$ cat config.mk
export PLATFORM = sky130hd
export DESIGN_NAME = adc_seq_ctrl
export DESIGN_NICKNAME = d
export VERILOG_FILES = /design/src/rtl/adc_seq_ctrl.sv
export SDC_FILE = /design/constraint.sdc
export NUM_CORES = 1
export LEC_CHECK = 0
export ABC_AREA = 1
export BUFFER_PORTS_ARGS = -buffer_cell sky130_fd_sc_hd__buf_2
export CAP_MARGIN = 20
export CORE_MARGIN = 8
export CORE_UTILIZATION = 35
export DETAILED_ROUTE_END_ITERATION = 8
export GPL_ROUTABILITY_DRIVEN = 0
export SYNTH_ARGS = -nofsm -noshare
export SYNTH_HDL_FRONTEND = slang
export SYNTH_SLANG_ARGS = --single-unit
$ cat constraint.sdc
create_clock -name clk -period 5.6 [get_ports clk]
set_input_delay 0.56 -clock clk [delete_from_list [all_inputs] [get_ports clk]]
set_output_delay 0.56 -clock clk [all_outputs]
set_load 0.005 [all_outputs]
$ cat src/rtl/adc_seq_ctrl.sv
module adc_seq_ctrl #(
  parameter int CLK_DIV  = 4,
  parameter int RES_BITS = 16,
  parameter int BUSY_TMO = 1000,
  parameter logic [2:0] CFG_MID = 3'b100
) (
  input  logic        clk,
  input  logic        rst_n,
  input  logic        start,
  input  logic [2:0]  req_ch,
  input  logic        rr_en,
  input  logic [7:0]  rr_mask,
  input  logic [1:0]  pwr_req,
  output logic        seq_idle,
  output logic        tmo_err,
  output logic        adc_sck,
  output logic        adc_sdi,
  output logic        adc_convst,
  output logic        adc_rd_n,
  input  logic        adc_ready,
  input  logic        adc_sdo,
  output logic        res_valid,
  output logic [15:0] res_data,
  output logic [2:0]  res_ch
);

  localparam int NCH   = 8;
  localparam int CHW   = 3;
  localparam int FRAME = 16;
  localparam int DW    = $clog2(CLK_DIV + 1);
  localparam int TW    = $clog2(BUSY_TMO + 1);
  localparam logic [DW-1:0] DIV_LAST = DW'(CLK_DIV - 1);
  localparam logic [TW-1:0] TMO_LAST = TW'(BUSY_TMO - 1);
  localparam logic [FRAME-1:0] KEEP = {FRAME{1'b1}} << (FRAME - RES_BITS);

  typedef enum logic [1:0] {S_IDLE, S_CONV, S_WAIT, S_SHIFT} state_t;
  state_t state;

  logic [DW-1:0]    div_cnt;
  logic [TW-1:0]    tmo_cnt;
  logic [3:0]       bit_cnt;
  logic [FRAME-1:0] tx, rx;
  logic [CHW-1:0]   cur_ch, prev_ch, rr_last, rr_pick, ch_sel;
  logic             cur_slp, tag_ok, rr_use;

  wire div_end = (div_cnt == DIV_LAST);

  always_comb begin
    rr_pick = rr_last;
    for (int i = NCH; i >= 1; i--)
      if (rr_mask[(int'(rr_last) + i) % NCH]) rr_pick = CHW'((int'(rr_last) + i) % NCH);
  end

  assign rr_use   = rr_en && (|rr_mask);
  assign ch_sel   = rr_use ? rr_pick : req_ch;
  assign seq_idle = (state == S_IDLE);
  assign adc_sdi  = tx[FRAME-1];

  always_ff @(posedge clk or negedge rst_n) begin
    if (!rst_n) begin
      state      <= S_IDLE;
      div_cnt    <= '0;
      tmo_cnt    <= '0;
      bit_cnt    <= '0;
      tx         <= '0;
      rx         <= '0;
      cur_ch     <= '0;
      prev_ch    <= '0;
      cur_slp    <= 1'b0;
      tag_ok     <= 1'b0;
      rr_last    <= CHW'(NCH - 1);
      adc_sck    <= 1'b0;
      adc_convst <= 1'b0;
      adc_rd_n   <= 1'b1;
      tmo_err    <= 1'b0;
      res_valid  <= 1'b0;
      res_data   <= '0;
      res_ch     <= '0;
    end else begin
      res_valid <= 1'b0;
      tmo_err   <= 1'b0;
      case (state)
        S_IDLE: if (start) begin
          cur_ch     <= ch_sel;
          cur_slp    <= pwr_req[0];
          tx         <= {ch_sel, CFG_MID, pwr_req, 8'h00};
          if (rr_use) rr_last <= ch_sel;
          adc_convst <= 1'b1;
          div_cnt    <= '0;
          state      <= S_CONV;
        end
        S_CONV: begin
          if (div_end) begin
            adc_convst <= 1'b0;
            tmo_cnt    <= '0;
            state      <= S_WAIT;
          end else begin
            div_cnt <= div_cnt + 1'b1;
          end
        end
        S_WAIT: begin
          if (adc_ready) begin
            adc_rd_n <= 1'b0;
            div_cnt  <= '0;
            bit_cnt  <= '0;
            state    <= S_SHIFT;
          end else if (tmo_cnt == TMO_LAST) begin
            tmo_err <= 1'b1;
            state   <= S_IDLE;
          end else begin
            tmo_cnt <= tmo_cnt + 1'b1;
          end
        end
        S_SHIFT: begin
          if (!div_end) begin
            div_cnt <= div_cnt + 1'b1;
          end else begin
            div_cnt <= '0;
            if (!adc_sck) begin
              adc_sck <= 1'b1;
              rx      <= {rx[FRAME-2:0], adc_sdo};
            end else begin
              adc_sck <= 1'b0;
              tx      <= {tx[FRAME-2:0], 1'b0};
              bit_cnt <= bit_cnt + 1'b1;
              if (bit_cnt == 4'd15) begin
                adc_rd_n  <= 1'b1;
                state     <= S_IDLE;
                res_valid <= tag_ok;
                res_data  <= rx & KEEP;
                res_ch    <= prev_ch;
                prev_ch   <= cur_ch;
                tag_ok    <= ~cur_slp;
              end
            end
          end
        end
        default: state <= S_IDLE;
      endcase
    end
  end

  assert_read_after_ready_R3: assert property (@(posedge clk) disable iff (!rst_n)
    $fell(adc_rd_n) |-> $past(adc_ready));
  assert_sck_inside_read_R3: assert property (@(posedge clk) disable iff (!rst_n)
    $rose(adc_sck) |-> !adc_rd_n);
  assert_convst_outside_read_R3: assert property (@(posedge clk) disable iff (!rst_n)
    adc_convst |-> adc_rd_n);
  assert_sdi_steady_at_rise_R10: assert property (@(posedge clk) disable iff (!rst_n)
    $rose(adc_sck) |-> $stable(adc_sdi));
  assert_timeout_no_read_R9: assert property (@(posedge clk) disable iff (!rst_n)
    tmo_err |-> (adc_rd_n && !res_valid && seq_idle));
  assert_result_masked_R4: assert property (@(posedge clk) disable iff (!rst_n)
    res_valid |-> ((res_data & ~KEEP) == '0));

endmodule

## Word level (Yosys, flattened, before mapping)

Index checks and enable logic that the tools add are counted.

- Register bits: 86
- Input port bits: 19
- Output and inout bits: 26
- Word-level logic and storage cells: 164

- $add $sub $neg: 11
- Order comparisons: 8
- Eq/ne operators: 16
- Muxes and demuxes: 74
- Bitwise operators: 10
- Reduce and logical (&&, ||, !) cells: 27

Operators by type and width:

| operator | number |
|---|---|
| 2-to-1 mux 16 bit | 3 |
| less-than comparator 4 x 5 -> 1 bit, second input constant | 8 |
| 2-to-1 mux 3 bit | 13 |
| case mux 16 bit (2 select lines) | 1 |
| 2-to-1 mux 1 bit | 30 |
| 2-to-1 mux 10 bit | 3 |
| binary-select mux 1 bit (select 3 bit) | 8 |
| OR reduction 3 bit | 8 |
| case mux 10 bit (2 select lines) | 1 |
| inequality test 2 bit, second input constant | 9 |
| AND reduction 4 bit | 4 |
| 2-to-1 mux 2 bit | 7 |
| adder 3 bit, second input constant | 4 |
| 2-to-1 mux 4 bit | 3 |
| case mux 3 bit (4 select lines) | 1 |
| AND reduction 3 bit | 4 |
| adder 10 x 1 -> 10 bit, second input constant | 1 |
| equality test 10 bit, second input constant | 1 |
| adder 3 x 1 -> 3 bit, second input constant | 3 |
| AND 1 bit, first input constant | 8 |
| case mux 2 bit (4 select lines) | 1 |
| case mux 4 bit (2 select lines) | 1 |
| nonzero test 2 bit | 4 |
| OR reduction 8 bit | 1 |
| other kinds (14) | 19 |

## Logic depth before layout (Yosys ltp)

- Depth in word-level cells: 17
- Gate-level depth with buffers: 20
- Gate-level depth less buffers: 18

## Least setup slack after synthesis

OpenSTA, ideal clock, no wires.

- Path kind: register to register
- From: register rr_last[0]
- To: register tx[14]
- Arrival: 2.182 ns
- Required time: 5.484 ns
- Path slack: 3.302 ns
- Stages on the path, launching flop included: 19
- Path buffers: 2
- Cells stage by stage: dfstp_2 buf_6 inv_4 buf_12 ha_1 inv_1 nand3_1 nand3_2 nand2_2 a21oi_1 nand2_1 nand2_1 nand2_1 nand2_1 nand2_2 nand2_2 nand2_1 nand2_1 nand2_1

- Word-level cells in the longest chain between the ends: 15
- Elaborated cells on any way between the ends: 43
- Classes of those cells: add/sub (8); mux (35)

RTL lines:

| item | RTL line | text |
|---|---|---|
| start, declared | 43 | `logic [CHW-1:0] cur_ch, prev_ch, rr_last, rr_pick, ch_sel;` |
| start signal, assigned | 71 | `rr_last <= CHW'(NCH - 1);` |
| start signal, assigned | 87 | `if (rr_use) rr_last <= ch_sel;` |
| adder 3 x 1 -> 3 bit | 51 | `if (rr_mask[(int'(rr_last) + i) % NCH]) rr_pick = CHW'((int'(rr_last) + i) % NCH);` |
| binary-select mux 1 bit (select 3 bit) | 51 |  |
| 2-to-1 mux 1 bit (not written as such) (2 in a row) | 51 |  |
| 2-to-1 mux 3 bit (7 in a row) | 51 |  |
| 2-to-1 mux 3 bit * | 51 |  |
| 2-to-1 mux 3 bit * | 55 | `assign ch_sel = rr_use ? rr_pick : req_ch;` |
| 2-to-1 mux 16 bit * | 83 | `S_IDLE: if (start) begin` |
| case mux 16 bit (2 select lines) * | 82 | `case (state)` |
| end signal, assigned | 86 | `tx <= {ch_sel, CFG_MID, pwr_req, 8'h00};` |
| end signal, assigned | 124 | `tx <= {tx[FRAME-2:0], 1'b0};` |
| end, declared | 42 | `logic [FRAME-1:0] tx, rx;` |

Mark *: on every way between the ends. The rest lies on a longest branch, timed or not. The select of a mux whose other input is x is not followed.
A chain may end at the register's enable or synchronous reset.

## Worst setup path in the final report

- From: register rr_last[1]
- To: register tx[13]

The elaborated chain is that of the path after synthesis.

==> impl_results.md <==
- Status: complete, no violations
- Min Tclk post-route: between 2 and 3 ns
- PostCTS Resize Cnt: 0
- Violation count after the first detailed-route iteration: ~260
- Ant diodes: 0
- Setup ws final: around 3.0 ns
- Setup CP Type: reg -> reg
- Register bit total from synthesis: just under 80
- Number of global-route vias before repair: roughly 3300
- CTS tree: built
- DIE WIDTH: roughly 120 µm
- Largest net degree at the start of global routing: 79
- Sequential area share after synthesis: 0.494
- Syn_area_per_cell: just over 8 µm²
- RSZ-0062 raised after global routing: false
- Placed Cells: about 670
- Non-filler cells in the finished layout: a little under 700
- Clock root buffer: clkbuf_16
- Area occupied by multi-input gates: roughly 0.0017 mm²
- WL per Instance: 12.9 µm
- Initial antenna violation count: 0
- Pwr Density: about 510 mW/mm²
- Final clock skew: slightly below 0.008 ns
- H-tree lvl count: 3
- Ys flop type: dfrtp_1
- Area grow syn2layout: 15.6%
- Max clock buf depth: 2
- Power Total: 2.32 mW
- # DRC: 0
- Most frequent cell after synthesis: nand2_1
- CTS Buf Count: 9
- Slew @ Worst Pin: roughly 0.99 ns
- Asr flop ratio synth: 1.00
- Final ANT Viol Nets: 0
- Starting Density: 0.353
- FMAX: just under 400 MHz
- Worst Setup End Kind: flop
- Port Buffers: between 40 and 50
- Post-synthesis cell count: ~490
- HP Class: in -> async
- Final core utilization: 0.408
- Final Cycle Share: 0.462
- Nets@finish: about 560
- GRT overflow: 0
- GRT Overall Usage: 0.125
- WL final: roughly 8800 µm
- CP Launch Type: flop
- Most frequent cells after synthesis: 121 x nand2_1, 74 x dfrtp_1, 65 x inv_1
- Sequential cell area: between 0.0015 and 0.002 mm²
- TNS Setup: 0 ns
- Final hold violation count: 0
- Io pins: 45
- Area contributors post-synth: dfrtp_1 47%, nand2_1 11%, inv_1 6.2%
- Later-pin clock latency in the skew report: ~0.34 ns
- Synth Cell Area: about 0.004 mm²
- Die Footprint: 0.0150 mm²
- Via count: around 3300
- Clk sink count: 78
- # Post-CTS Setup Buffers: 0
- Maximum fanout along the worst path: 10
- CP arrival: around 2.8 ns
- Hold bufs inserted after CTS: 0
- Synth warn: 0
- Setup-failing EPs final: 0
- Core area: ~0.011 mm²
- Clock slew seen by the registers of the worst setup and hold paths: 0.06 ns
- VDD IR max: between 200 and 250 µV
- CP Data Required Time: 5.83 ns
- Die height: around 120 µm
- Post-synthesis cell type count: 38
- Final-report max-slew violation count: 0
- Share of the synthesized area in the top cell type: 0.467
- Slew headroom: 0.339
- Leakage power: around 2.3 nW
- R2R setup slack: approximately 3 ns
- Max_cap viols: 0
- Pre-CTS WS: 3.07 ns
- Yosys top cell by area: dfrtp_1
- Post-Syn Nets: between 500 and 600
- Post-synth EDFFs: 0
- Layout cells sized above 1: 0.194
- Num rows: 39
- Vias/cell: approximately 4.8
- First-pass GRT wire length: ~15000 µm
- DR pass1 iterations: 4
- Filler cells: 1152
- Detailed Place HPWL: 6470 µm
-- critical path, cell delays in order (launching register included) --
cell and delay [ns]:
dfstp_2 0.65, inv_1 0.17, ha_1 0.44, inv_1 0.15, nand3_1 0.13, nand3_1 0.13
nand2_2 0.14, inv_1 0.04, nand2_1 0.06, nand2_1 0.05, nand2_1 0.05, nand2_1 0.06
nand2_1 0.07, nand2_2 0.06, nand3_2 0.08, nand3_1 0.07, nand2_1 0.07, nand2_1 0.04
-- layout make-up --
cell class / count / share of cell area
inverters: 72 / 0.0595
repair buffers: 45 / 0.0502
clock inverters: 7 / 0.0128
clock buffers: 9 / 0.0491
multi-input cells: 330 / 0.362
flip-flops and latches: 78 / 0.427
well taps: 143 / 0.0390
-- stage by stage --
step	instance area [µm²]	hold slack [ns]
after floorplan	3970	0.264
after global placement	4300	0.457
after detailed placement	4300	0.462
after CTS	4580	0.423
after global routing	4580	0.467
final	4580	0.367
-- path summary, 6_finish.rpt --
path | start | cells after the start | end
worst max-delay path | rr_last[1]$_DFFE_PN1P_ | 17 | tx[13]$_DFFE_PN0P_
worst min-delay path | rst_n | 1 | tmo_cnt[4]$_DFFE_PN0P_
worst max register to register | rr_last[1]$_DFFE_PN1P_ | 17 | tx[13]$_DFFE_PN0P_
worst min register to register | adc_convst$_DFFE_PN0P_ | 2 | adc_convst$_DFFE_PN0P_
max in group asynchronous | rst_n | 1 | res_valid$_DFF_PN0_
min in group clk | adc_convst$_DFFE_PN0P_ | 2 | adc_convst$_DFFE_PN0P_
-- routing by layer --
layer  GRT usage  part of all wire  vias to the layer above
li1            -                 -                     1662
met1       0.160              0.48                     1493
met2       0.194              0.45                       87
met3      0.0313             0.046                       25
met4      0.0625             0.026                        0
met5           0                 0                        -
-- cell families (layout without fill, tap and decap cells) --
group / after synthesis / count (layout) / synth area share
adders and majority gates: 7 / 7 / 0.0221
muxes: 3 / 3 / 0.00852
buffers and inverters: 84 / 133 / 0.0877
xor gates and xnor gates: 4 / 4 / 0.00884
AOI/OAI and AO/OA: 88 / 88 / 0.121
DFF: 78 / 78 / 0.494
and+or+nand+nor: 228 / 228 / 0.258
-- power by group --
group          switching (mW)  total (mW)  internal [mW]
registers              0.0990       0.780          0.681
logic                   0.653       0.987          0.334
clock network           0.245       0.551          0.306
total                   0.996        2.32           1.32
-- flip-flops by register name (all words and copies together) (netlist names) --
signal and cells:
res_data 16, rx 16, tmo_cnt 10, tx 8, bit_cnt 4, cur_ch 3
div_cnt 3, prev_ch 3, res_ch 3, rr_last 3, state 2, adc_convst 1
adc_rd_n 1, adc_sck 1, cur_slp 1, res_valid 1, tag_ok 1, tmo_err 1
-- cell usage in the layout (no fill, tap or decap), types with 2 or more instances in the layout --
cell and instances:
buf_2 43, o21ai_1 4, a31oi_1 6, nor2_2 2, inv_1 65, nor2_1 34
o31ai_1 3, clkinv_4 3, mux2_2 3, nand3_2 6, nor3_1 5, o21ai_0 48
a21oi_1 21, clkbuf_16 9, dfstp_2 4, xor2_1 2, nand2_2 14, a21oi_2 2
nand4_1 3, nand2_1 121, xnor2_1 2, buf_4 2, ha_1 7, nor4_1 2
a22o_1 2, dfrtp_1 74, or2_2 2, inv_2 6, nand3_1 34
Power figures use the tool's default switching activity.
